`src/rtl/cgf_pkg.sv`:
```
package cgf_pkg;
  localparam int CNT_W = 4;
  localparam int DIVL_W = 3;

  typedef struct packed {
    logic              on_clk;   // sample every clock, ignore enable
    logic [DIVL_W-1:0] div_log2; // divider = 2**div_log2 enable pulses
    logic [CNT_W-1:0]  need;     // consecutive samples to confirm
  } cfg_t;

  function automatic cfg_t decode(input logic [3:0] code);
    cfg_t c;
    c = '{on_clk: 1'b0, div_log2: '0, need: CNT_W'(1)};
    case (code)
      4'd1:  c = '{1'b1, 3'd0, 4'd2};
      4'd2:  c = '{1'b1, 3'd0, 4'd4};
      4'd3:  c = '{1'b1, 3'd0, 4'd8};
      4'd4:  c = '{1'b0, 3'd1, 4'd6};
      4'd5:  c = '{1'b0, 3'd1, 4'd8};
      4'd6:  c = '{1'b0, 3'd2, 4'd6};
      4'd7:  c = '{1'b0, 3'd2, 4'd8};
      4'd8:  c = '{1'b0, 3'd3, 4'd6};
      4'd9:  c = '{1'b0, 3'd3, 4'd8};
      4'd10: c = '{1'b0, 3'd4, 4'd5};
      4'd11: c = '{1'b0, 3'd4, 4'd6};
      4'd12: c = '{1'b0, 3'd4, 4'd8};
      4'd13: c = '{1'b0, 3'd5, 4'd5};
      4'd14: c = '{1'b0, 3'd5, 4'd6};
      4'd15: c = '{1'b0, 3'd5, 4'd8};
      default: c = '{1'b0, 3'd0, 4'd1};
    endcase
    return c;
  endfunction
endpackage

```
`src/rtl/cgf_sync.sv`:
```
module cgf_sync #(
  parameter int STAGES = 2
) (
  input  logic clk,
  input  logic rst_n,
  input  logic d,
  output logic q
);
  logic [STAGES-1:0] chain;
  always_ff @(posedge clk or negedge rst_n) begin
    if (!rst_n) chain <= '0;
    else        chain <= {chain[STAGES-2:0], d};
  end
  assign q = chain[STAGES-1];
endmodule

```
`src/rtl/cgf_tick_gen.sv`:
```
module cgf_tick_gen #(
  parameter int DIV_W  = 5,
  parameter int DIVL_W = 3
) (
  input  logic              clk,
  input  logic              rst_n,
  input  logic              clr,
  input  logic              smp_en,
  input  logic              on_clk,
  input  logic [DIVL_W-1:0] div_log2,
  output logic              tick
);
  localparam int WIDE = DIV_W + 1;
  logic [DIV_W-1:0] div_cnt;
  logic [DIV_W-1:0] last;
  logic             wrap;

  assign last = DIV_W'((WIDE'(1) << div_log2) - WIDE'(1));
  assign wrap = smp_en && (div_cnt >= last);

  always_ff @(posedge clk or negedge rst_n) begin
    if (!rst_n)      div_cnt <= '0;
    else if (clr)    div_cnt <= '0;
    else if (wrap)   div_cnt <= '0;
    else if (smp_en) div_cnt <= div_cnt + DIV_W'(1);
  end

  assign tick = !clr && (on_clk || wrap);
endmodule

```
`src/rtl/cgf_event_cnt.sv`:
```
module cgf_event_cnt #(
  parameter int CNT_W = 4
) (
  input  logic             clk,
  input  logic             rst_n,
  input  logic             clr,
  input  logic             tick,
  input  logic             lvl,
  input  logic [CNT_W-1:0] need,
  output logic [CNT_W-1:0] cnt,
  output logic             out
);
  logic [CNT_W-1:0] nxt;
  assign nxt = cnt + CNT_W'(1);

  always_ff @(posedge clk or negedge rst_n) begin
    if (!rst_n) begin
      cnt <= '0;
      out <= 1'b0;
    end else if (clr) begin
      cnt <= '0;
    end else if (tick) begin
      if (lvl == out) begin
        cnt <= '0;
      end else if (nxt >= need) begin
        cnt <= '0;
        out <= lvl;
      end else begin
        cnt <= nxt;
      end
    end
  end
endmodule

```
`src/rtl/capture_glitch_filter.sv`:
```
module capture_glitch_filter #(
  parameter int SYNC_STAGES = 2,
  parameter int DIV_W       = 5
) (
  input  logic       clk,
  input  logic       rst_n,
  input  logic       smp_en,
  input  logic       raw_in,
  input  logic [3:0] flt_code,
  output logic       flt_out
);
  import cgf_pkg::*;

  cfg_t             cfg;
  logic [3:0]       code_q;
  logic             code_chg;
  logic             sync_lvl;
  logic             tick;
  logic [CNT_W-1:0] evt_cnt;

  assign cfg      = decode(flt_code);
  assign code_chg = (flt_code != code_q);

  always_ff @(posedge clk or negedge rst_n) begin
    if (!rst_n) code_q <= '0;
    else        code_q <= flt_code;
  end

  cgf_sync #(.STAGES(SYNC_STAGES)) sync_i (
    .clk(clk), .rst_n(rst_n), .d(raw_in), .q(sync_lvl)
  );

  cgf_tick_gen #(.DIV_W(DIV_W), .DIVL_W(DIVL_W)) tick_i (
    .clk(clk), .rst_n(rst_n), .clr(code_chg), .smp_en(smp_en),
    .on_clk(cfg.on_clk), .div_log2(cfg.div_log2), .tick(tick)
  );

  cgf_event_cnt #(.CNT_W(CNT_W)) evt_i (
    .clk(clk), .rst_n(rst_n), .clr(code_chg), .tick(tick),
    .lvl(sync_lvl), .need(cfg.need), .cnt(evt_cnt), .out(flt_out)
  );
endmodule

```
`config.mk`:
```
export PLATFORM = sky130hd
export DESIGN_NAME = capture_glitch_filter
export DESIGN_NICKNAME = d
export VERILOG_FILES = /design/src/rtl/cgf_pkg.sv /design/src/rtl/cgf_sync.sv /design/src/rtl/cgf_tick_gen.sv /design/src/rtl/cgf_event_cnt.sv /design/src/rtl/capture_glitch_filter.sv
export SDC_FILE = /design/constraint.sdc
export NUM_CORES = 1
export LEC_CHECK = 0
export ABC_AREA = 1
export CAP_MARGIN = 15
export CORE_MARGIN = 8
export CORE_UTILIZATION = 35
export CTS_CLUSTER_DIAMETER = 100
export CTS_CLUSTER_SIZE = 40
export DETAILED_ROUTE_END_ITERATION = 10
export PLACE_DENSITY = 0.6
export RECOVER_POWER = 100
export SLEW_MARGIN = 0
export SYNTH_ARGS = -nofsm -noshare
export SYNTH_HDL_FRONTEND = slang
export SYNTH_SLANG_ARGS = --single-unit
export TNS_END_PERCENT = 50
```
`constraint.sdc`:
```
create_clock -name clk -period 2.1 [get_ports clk]
set_input_delay 0.21 -clock clk [delete_from_list [all_inputs] [get_ports clk]]
set_output_delay 0.21 -clock clk [all_outputs]
set_load 0.005 [all_outputs]
```
==> impl_metrics.env, run 1 <==
export IMPL_status="finished, final reports clean"
export IMPL_wl_per_cell_um=11.41
export IMPL_core_area_um2=3551
export IMPL_cp_slowest_stage_delay_ns=0.26
export IMPL_die_area_um2=5785
export IMPL_fin_util_pct=45.00
export IMPL_grt_start_max_net_pins=17
export IMPL_worst_slew_pin_slew_ns=0.7441
export IMPL_synthCells=163
export IMPL_ys_seq_elements=16
export IMPL_viasPerCell=4.620
export IMPL_power_leakage_nw=0.8488
export IMPL_h_tree_depth=1
export IMPL_cap_viol_max_count=0
export IMPL_ys_seq_area_share_pct=31.71
export IMPL_grtUsageTotal_pct=9.723
export IMPL_crit_path_cell_trace="dlygate4sd2_1 > inv_2 > nand3_2 > ha_2 > nand3_1 > xor2_1 > ha_1 > nand2_1 > inv_1 > a21oi_2 > nand2_2 > buf_4 > nor2_4 > nand2_2 > o21ai_2"
export IMPL_hold_path_endpoint="code_q[3]$_DFF_PN0_"
export IMPL_path_clk_slew_ns=0.09
export IMPL_setup_violations=0
export IMPL_startpoint="flt_code[1]"
export IMPL_reg2regPathDepth=13
export IMPL_rsz0062_at_grt="true"
export IMPL_cp_required_ns=2.32
export IMPL_cp_start_kind="input pin"
export IMPL_grt_pass1_vias=1157
export IMPL_critical_path_arrival_ns=2.19
export IMPL_timing_final_crit_period_ns=1.969
export IMPL_synth_cell_types=27
export IMPL_nets=215
export IMPL_syn_area_um2=1262
export IMPL_r2r_start="evt_i.cnt[0]$_DFFE_PN0P_"
export IMPL_fillers=355
export IMPL_grt_overflow_total=0
export IMPL_initial_core_util_pct=35.55
export IMPL_powerDensity_nw_per_um2=430.9
export IMPL_cts_tree="yes"
export IMPL_place_hpwl_um=2072
export IMPL_criticalPathCategory="in -> reg"
export IMPL_r2r_end="evt_i.out$_DFFE_PN0P_"
export IMPL_layout_area_overhead_vs_synth_pct=26.56
export IMPL_gp_congestion=0.8071
export IMPL_design_power_total_mw=0.6886
export IMPL_io_pins=9
export IMPL_cts_sink_count=16
export IMPL_timing_hold_ws_ns=0.2947
export IMPL_critPathSlowestCell="dlygate4sd2_1"
export IMPL_antenna_found_initial=0
export IMPL_cts_buffers_inserted=3
export IMPL_critical_path_most_common_cell="nand2_2"
export IMPL_first_pass_iters=4
export IMPL_final_hold_violation_count=0
export IMPL_ctsLongestPathBuffers=2
export IMPL_yosys_warnings=0
export IMPL_syn_nets=188
export IMPL_rrSetupSlack_ns=0.19
export IMPL_wl_um=2704
export IMPL_routed_via_count=1095
export IMPL_rows=22
export IMPL_clk_insertion_delay_late_ns=0.29
export IMPL_hold_start="flt_code[3]"
export IMPL_slew_violations=0
export IMPL_drive_gt1_share_pct=26.98
export IMPL_antenna_cells=0
export IMPL_period_share_pct=93.76
export IMPL_syn_avg_cell_area_um2=7.745
export IMPL_cts_root_buffer="clkbuf_4"
export IMPL_grt_pass1_wl_um=4754
export IMPL_critical_path_peak_fanout=6
export IMPL_antenna_left=0
export IMPL_max_freq_ghz=0.5079
export IMPL_min_path_cells=2
export IMPL_endpoint_kind="flip-flop"
export IMPL_holdCritPathClass="in -> reg"
export IMPL_portBuffers=8
export IMPL_max_slew_margin_rel_pct=50.23
export IMPL_die_h_um=76.06
export IMPL_ir_drop_v=0.0001929
export IMPL_clock_skew_ns=0.007024
export IMPL_die_x_um=76.06
export IMPL_remaining_drc_errors=0
export IMPL_drtIter0Drc=34
-- state kept, by name, indices dropped and copies added (netlist names) --
signal	count
tick_i.div_cnt	5
code_q	4
evt_i.cnt	4
sync_i.chain	2
evt_i.out	1
-- cell usage after synthesis, drive strengths merged --
master | instances | area share (%)
xor2 | 7 | 4.9
buf | 2 | 1.5
nand3 | 16 | 6.7
a221oi | 1 | 0.69
or2 | 2 | 0.99
nor2 | 13 | 4.9
nand4 | 1 | 0.50
xnor2 | 2 | 1.4
ha | 17 | 17
o31ai | 1 | 0.59
dfrtp | 16 | 32
inv | 22 | 6.5
nor3 | 4 | 1.6
nand2 | 45 | 14
clkinv | 1 | 0.40
nor3b | 1 | 0.59
o21ai | 6 | 3.3
a21oi | 6 | 3.0
-- cell families after synthesis --
logic type | synth area share (%)
simple gates | 29.24
buf+inv | 8.424
fa+ha+maj | 16.85
xor+xnor | 6.244
flops | 31.71
compound gates | 7.533
-- where the power goes --
group / internal [mW] / total [mW] / switching (mW) / leakage (nW)
logic: 0.0665 / 0.160 / 0.0937 / 0.618
clock network: 0.106 / 0.208 / 0.103 / 0.0210
registers: 0.315 / 0.320 / 0.00451 / 0.209
total: 0.488 / 0.689 / 0.201 / 0.849
-- cells in the final DEF (no fill, tap or decap), types with 3 or more instances in the layout --
cell            n
nand2_1        40
inv_1          19
dfrtp_1        16
ha_1           15
buf_4          14
nand3_1        13
nor2_1          8
xor2_1          6
nand2_2         4
inv_2           3
nand3_2         3
a21oi_2         3
a21oi_1         3
nor3_1          3
nor2_4          3
o21ai_2         3
clkbuf_4        3
dlygate4sd3_1   3
-- how the worst max path moves through the flow --
stage / end / slack [ns] / cells past startpoint
after floorplan: evt_i.cnt[1]$_DFFE_PN0P_ / 0.01 / 16
after global placement: evt_i.cnt[1]$_DFFE_PN0P_ / -0.59 / 16
after detailed placement: evt_i.cnt[1]$_DFFE_PN0P_ / -0.60 / 16
after CTS: tick_i.div_cnt[3]$_DFFE_PN0P_ / 0.04 / 15
after global routing: evt_i.out$_DFFE_PN0P_ / -0.02 / 13
final: tick_i.div_cnt[3]$_DFFE_PN0P_ / 0.13 / 15
-- cell type report --
class                      instances  area, um^2  area share [%]
sequential                        16       400.4           25.06
inverter                          23       87.58           5.482
timing repair buffer              24       187.7           11.75
tap                               48       60.06           3.759
clock buffer                       4       36.28           2.271
multi-input combinational        122       825.8           51.68
-- repair_timing --
item                                    CTS  global route
endpoints found under the setup margin   10            10
pin swaps                                 2             3
gates resized for setup                  17            10
hold buffers                              0             0
buffers inserted                          0             2
-- layer usage --
metal | wire length (um) | vias up | part of all wire [%] | track usage (%)
met5 | 0 | - | 0 | 0
li1 | - | 570 | - | -
met1 | 1186 | 508 | 44 | 10.08
met2 | 1397 | 13 | 52 | 17.99
met4 | 36 | 0 | 1.3 | 4.615
met3 | 83 | 4 | 3.1 | 2.123
-- critical path, delay by kind of cell --
kind                       cells  cell delay, ns
buffers and inverters          4            0.56
AOI/OAI and AO/OA              2            0.25
and+or+nand+nor                6            0.53
adders and majority gates      2            0.47
xor gates and xnor gates       1            0.17
-- metrics by stage --
step | setup WS (ns) | TNS, ns | std cells | cell area (um^2)
floorplan | 0.01375 | 0 | 163 | 1265
global placement | -0.5891 | -5.347 | 231 | 1491
detailed placement | -0.6012 | -5.371 | 231 | 1491
CTS | 0.04233 | 0 | 235 | 1568
global route | -0.02360 | -0.05408 | 237 | 1598
finish | 0.1310 | 0 | 237 | 1598
Power figures use the tool's default switching activity.
==> run 2, diff against run 1 <==
--- a/config.mk
+++ b/config.mk
@@ -8,11 +8,12 @@
 export ABC_AREA = 1
 export CAP_MARGIN = 15
 export CORE_MARGIN = 8
-export CORE_UTILIZATION = 35
+export CORE_UTILIZATION = 37
 export CTS_CLUSTER_DIAMETER = 100
 export CTS_CLUSTER_SIZE = 40
 export DETAILED_ROUTE_END_ITERATION = 10
-export PLACE_DENSITY = 0.6
+export DONT_BUFFER_PORTS = 1
+export PLACE_DENSITY = 0.59
 export RECOVER_POWER = 100
 export SLEW_MARGIN = 0
 export SYNTH_ARGS = -nofsm -noshare
==> run 2 against run 1 <==
Effect of this change:
- core utilization decreased by 2.1 points
- critical endpoint is now evt_i.cnt[0]$_DFFE_PN0P_
- largest cell class unchanged
- combinational power decreased by 24%
- critical path depth decreased by 4
- register-to-register slack got worse by 0.08 ns
- via count decreased by 4.2%
- critical path type is now reg -> reg
- clock power about the same
==> impl_metrics.env, run 2 (synthesis gave the netlist of run 1 again) <==
export IMPL_max_slew_margin_rel_pct=50.18
export IMPL_final_common_cell="nand2_1"
export IMPL_h_tree_depth=1
export IMPL_critical_path_arrival_ns=2.22
export IMPL_rows=21
export IMPL_core_area_um2=3311
export IMPL_grt_pass1_wl_um=4429
export IMPL_portBuffers=0
export IMPL_timing_hold_ws_ns=0.05637
export IMPL_antenna_cells=0
export IMPL_routed_via_count=1049
export IMPL_layout_common_cells="42 x nand2_1, 22 x inv_1, 17 x ha_1, 15 x dfrtp_1, 14 x nand3_1"
export IMPL_cp_start_kind="flip-flop"
export IMPL_design_power_total_mw=0.6493
export IMPL_grt_start_max_net_pins=17
export IMPL_dp_cells=211
export IMPL_grt_pass1_vias=1087
export IMPL_endpoint_kind="flip-flop"
export IMPL_initial_core_util_pct=38.13
export IMPL_worst_slew_pin_slew_ns=0.7448
export IMPL_io_pins=9
export IMPL_drive_gt1_share_pct=11.43
export IMPL_stdcell_count=221
export IMPL_fin_area_um2=1419
export IMPL_power_leakage_nw=0.7679
export IMPL_register_area_um2=401.6
export IMPL_grtUsageTotal_pct=10.11
export IMPL_dpl_cell_area_um2=1334
export IMPL_wl_um=2475
export IMPL_viasPerCell=4.747
export IMPL_multiInputGateArea_um2=749.5
export IMPL_first_pass_iters=4
export IMPL_fin_util_pct=42.86
export IMPL_fillers=361
export IMPL_die_x_um=74.41
export IMPL_holdCritPathClass="in -> reg"
export IMPL_path_clk_slew_ns=0.10
export IMPL_top_regs="tick_i.div_cnt x5, code_q x4, evt_i.cnt x4"
export IMPL_powerDensity_nw_per_um2=457.6
export IMPL_clock_skew_ns=0.006697
export IMPL_slew_violations=0
export IMPL_period_share_pct=94.97
export IMPL_die_h_um=74.41
export IMPL_ctsLongestPathBuffers=2
export IMPL_timing_final_crit_period_ns=1.994
export IMPL_clk_insertion_delay_late_ns=0.29
export IMPL_antenna_found_initial=0
export IMPL_final_hold_violation_count=0
export IMPL_remaining_drc_errors=0
export IMPL_cts_buffers_inserted=3
export IMPL_drtIter0Drc=74
export IMPL_cts_sink_count=16
export IMPL_criticalPathCategory="reg -> reg"
export IMPL_layout_setup_ws_ns=0.1056
export IMPL_cp_required_ns=2.33
export IMPL_critical_path_peak_fanout=5
export IMPL_layout_area_overhead_vs_synth_pct=12.39
export IMPL_cap_viol_max_count=0
export IMPL_nets=201
export IMPL_place_hpwl_um=1890
export IMPL_largest_reg_flops=5
export IMPL_regMostFlops="tick_i.div_cnt"
export IMPL_wl_per_cell_um=11.20
export IMPL_grt_overflow_total=0
export IMPL_cts_tree="yes"
export IMPL_setup_violations=0
export IMPL_ir_drop_v=0.0003153
export IMPL_dp_slack_ns=-0.07117
export IMPL_max_freq_ghz=0.5014
export IMPL_tns_ns=0
export IMPL_antenna_left=0
export IMPL_status="finished, final reports clean"
export IMPL_cts_root_buffer="clkbuf_4"
export IMPL_gp_congestion=0.8275
export IMPL_die_area_um2=5537
run 2: path summary, 6_finish.rpt:
kind	startpoint	endpoint	slack [ns]	depth (start not counted)
setup / recovery	evt_i.cnt[0]$_DFFE_PN0P_	evt_i.cnt[0]$_DFFE_PN0P_	0.11	11
hold / removal	smp_en	tick_i.div_cnt[1]$_DFFE_PN0P_	0.06	2
setup reg to reg	evt_i.cnt[0]$_DFFE_PN0P_	evt_i.cnt[0]$_DFFE_PN0P_	0.11	11
hold reg to reg	sync_i.chain[0]$_DFF_PN0_	sync_i.chain[1]$_DFF_PN0_	0.36	0
max in group asynchronous	rst_n	evt_i.cnt[0]$_DFFE_PN0P_	1.17	1
min in group asynchronous	rst_n	tick_i.div_cnt[0]$_DFFE_PN0P_	0.42	1
run 2: layer usage:
layer / track usage, % / vias to the layer above / wire length (um)
met2: 17.23 / 19 / 1155
met4: 4.348 / 0 / 27
li1: - / 544 / -
met1: 11.59 / 482 / 1184
met5: 0 / - / 0
met3: 2.561 / 4 / 107
run 2: report_power, final:
part	internal (mW)	total, mW	switching [mW]
sequential	0.315	0.320	0.00473
clock	0.106	0.207	0.101
combinational	0.0500	0.122	0.0722
run 2: final cells by class:
cell class                 count  area share [%]
sequential                    16           28.31
clock buffer                   4           2.557
timing repair buffer          10           6.085
inverter                      23           6.173
multi-input combinational    122           52.82
tap                           46           4.056
run 2: critical path, cell delays in order, from the launching register on:
cell and delay, ns:
dfrtp_2 0.46, ha_1 0.22, xnor2_1 0.20, inv_1 0.07, ha_1 0.29, nand2_1 0.06, inv_1 0.05, nand3_1 0.08
nand3_2 0.12, nor3_1 0.18, nand3_1 0.10, nand2_1 0.09
run 2: what timing repair did:
item / CTS / global route
setup buffers: 0 / 0
hold buffers: 6 / 0
gates resized for setup: 0 / 2
endpoints found under the hold margin: 21 / 0
endpoints found under the setup margin: 0 / 5
==> run 3, diff against run 2 <==
--- a/config.mk
+++ b/config.mk
@@ -13,6 +13,7 @@
 export CTS_CLUSTER_SIZE = 40
 export DETAILED_ROUTE_END_ITERATION = 10
 export DONT_BUFFER_PORTS = 1
+export MAX_ROUTING_LAYER = met4
 export PLACE_DENSITY = 0.59
 export RECOVER_POWER = 100
 export SLEW_MARGIN = 0
==> run 3 against run 2 <==
Effect of this change:
- critical path depth unchanged
- flip-flop and latch count unchanged
- wire length about the same
- sequential power about the same
- non-clock buffer count unchanged
- cell area unchanged
- core utilization unchanged
- global-route usage up 0.29 points
- first-iteration DRC count up 4.1%
- clock-buffer cell count unchanged
- worst setup slack about the same
- critical endpoint unchanged
==> impl_metrics.env, run 3 (synthesis gave the netlist of run 1 again) <==
export IMPL_gp_congestion=0.8399
export IMPL_timing_hold_ws_ns=0.05685
export IMPL_grtUsageTotal_pct=10.39
export IMPL_routed_via_count=1049
export IMPL_layout_area_overhead_vs_synth_pct=12.39
export IMPL_largest_reg_flops=5
export IMPL_critical_path_arrival_ns=2.22
export IMPL_grt_pass1_wl_um=4429
export IMPL_die_h_um=74.41
export IMPL_io_pins=9
export IMPL_clock_skew_ns=0.006786
export IMPL_antenna_found_initial=0
export IMPL_die_x_um=74.41
export IMPL_critical_path_peak_fanout=5
export IMPL_cp_required_ns=2.33
export IMPL_cts_buffers_inserted=3
export IMPL_final_common_cell="nand2_1"
export IMPL_max_freq_ghz=0.5014
export IMPL_grt_start_max_net_pins=17
export IMPL_powerDensity_nw_per_um2=457.4
export IMPL_top_regs="tick_i.div_cnt x5, code_q x4, evt_i.cnt x4"
export IMPL_timing_final_crit_period_ns=1.994
export IMPL_die_area_um2=5537
export IMPL_h_tree_depth=1
export IMPL_wl_um=2477
export IMPL_status="finished, final reports clean"
export IMPL_viasPerCell=4.747
export IMPL_ctsLongestPathBuffers=2
export IMPL_holdCritPathClass="in -> reg"
export IMPL_tns_ns=0
export IMPL_final_hold_violation_count=0
export IMPL_setup_violations=0
export IMPL_cp_slowest_stage_delay_ns=0.46
export IMPL_nets=201
export IMPL_antenna_cells=0
export IMPL_drive_gt1_share_pct=11.43
export IMPL_drtIter0Drc=77
export IMPL_regMostFlops="tick_i.div_cnt"
export IMPL_core_area_um2=3311
export IMPL_cap_viol_max_count=0
export IMPL_fin_area_um2=1419
export IMPL_worst_slew_pin_slew_ns=0.7452
export IMPL_first_pass_iters=4
export IMPL_cp_start_kind="flip-flop"
export IMPL_cts_sink_count=16
export IMPL_post_cts_repair_setup_buffers=0
export IMPL_remaining_drc_errors=0
export IMPL_ir_drop_v=0.0003153
export IMPL_grt_overflow_total=0
export IMPL_period_share_pct=94.97
export IMPL_cts_root_buffer="clkbuf_4"
export IMPL_cts_tree="yes"
export IMPL_power_leakage_nw=0.7679
export IMPL_portBuffers=0
export IMPL_antenna_left=0
export IMPL_design_power_total_mw=0.6490
export IMPL_layout_common_cells="42 x nand2_1, 22 x inv_1, 17 x ha_1, 15 x dfrtp_1, 14 x nand3_1"
export IMPL_initial_core_util_pct=38.13
export IMPL_fin_util_pct=42.86
export IMPL_place_hpwl_um=1890
export IMPL_dpl_cell_area_um2=1334
export IMPL_wl_per_cell_um=11.21
export IMPL_path_clk_slew_ns=0.10
export IMPL_rows=21
export IMPL_criticalPathCategory="reg -> reg"
export IMPL_critPathSlowestCell="dfrtp_2"
export IMPL_slew_violations=0
export IMPL_crit_path_cell_trace="ha_1 > xnor2_1 > inv_1 > ha_1 > nand2_1 > inv_1 > nand3_1 > nand3_2 > nor3_1 > nand3_1 > nand2_1"
export IMPL_max_slew_margin_rel_pct=50.16
export IMPL_grt_pass1_vias=1086
export IMPL_clk_insertion_delay_late_ns=0.29
export IMPL_endpoint_kind="flip-flop"
run 3: cell counts in the layout (fill, tap and decap cells not counted):
No cell type changed its count.
run 3: cell type report:
type                       count  area [um^2]
fill                         361         1892
clock buffer                   4        36.28
tap                           46        57.56
inverter                      23        87.58
multi-input combinational    122        749.5
sequential                    16        401.6
timing repair buffer          10        86.33
run 3: critical path, delay by kind of cell, from the launching register on:
kind	cells	cell delay (ns)
and+or+nand+nor	6	0.63
buffers and inverters	2	0.12
DFF	1	0.46
xor gates and xnor gates	1	0.20
adders and majority gates	2	0.51
run 3: routing by layer:
layer	up-vias	GRT usage [%]	share of wire, %
met5	-	-	0
met4	0	4.348	1.2
met3	4	2.561	4.3
met2	19	17.23	47
met1	482	11.59	48
li1	544	-	-
run 3: timing repair:
action / 4_1_cts / 5_1_grt
gates resized for setup: 0 / 2
endpoints found under the setup margin: 0 / 5
hold buffers: 6 / 0
hold endpoints to repair: 21 / 0
run 3: final timing paths:
kind | start | to | slack [ns] | cells past startpoint
worst min register to register | sync_i.chain[0]$_DFF_PN0_ | sync_i.chain[1]$_DFF_PN0_ | 0.36 | 0
min in group asynchronous | rst_n | tick_i.div_cnt[0]$_DFFE_PN0P_ | 0.42 | 1
worst max register to register | evt_i.cnt[0]$_DFFE_PN0P_ | evt_i.cnt[0]$_DFFE_PN0P_ | 0.11 | 11
worst min-delay path | smp_en | tick_i.div_cnt[1]$_DFFE_PN0P_ | 0.06 | 2
max in group asynchronous | rst_n | evt_i.cnt[0]$_DFFE_PN0P_ | 1.17 | 1
worst max-delay path | evt_i.cnt[0]$_DFFE_PN0P_ | evt_i.cnt[0]$_DFFE_PN0P_ | 0.11 | 11
run 3: per-stage QoR:
step / setup WS [ns] / instances
after floorplan: 0.01375 / 163
after global placement: -0.02520 / 211
after detailed placement: -0.07117 / 211
after CTS: 0.06962 / 221
after global routing: -0.003715 / 221
final: 0.1056 / 221
run 3: power by group:
part | internal [mW] | switching [mW] | total (mW)
Sequential | 0.315 | 0.00473 | 0.320
Clock | 0.105 | 0.101 | 0.207
Combinational | 0.0500 | 0.0722 | 0.122
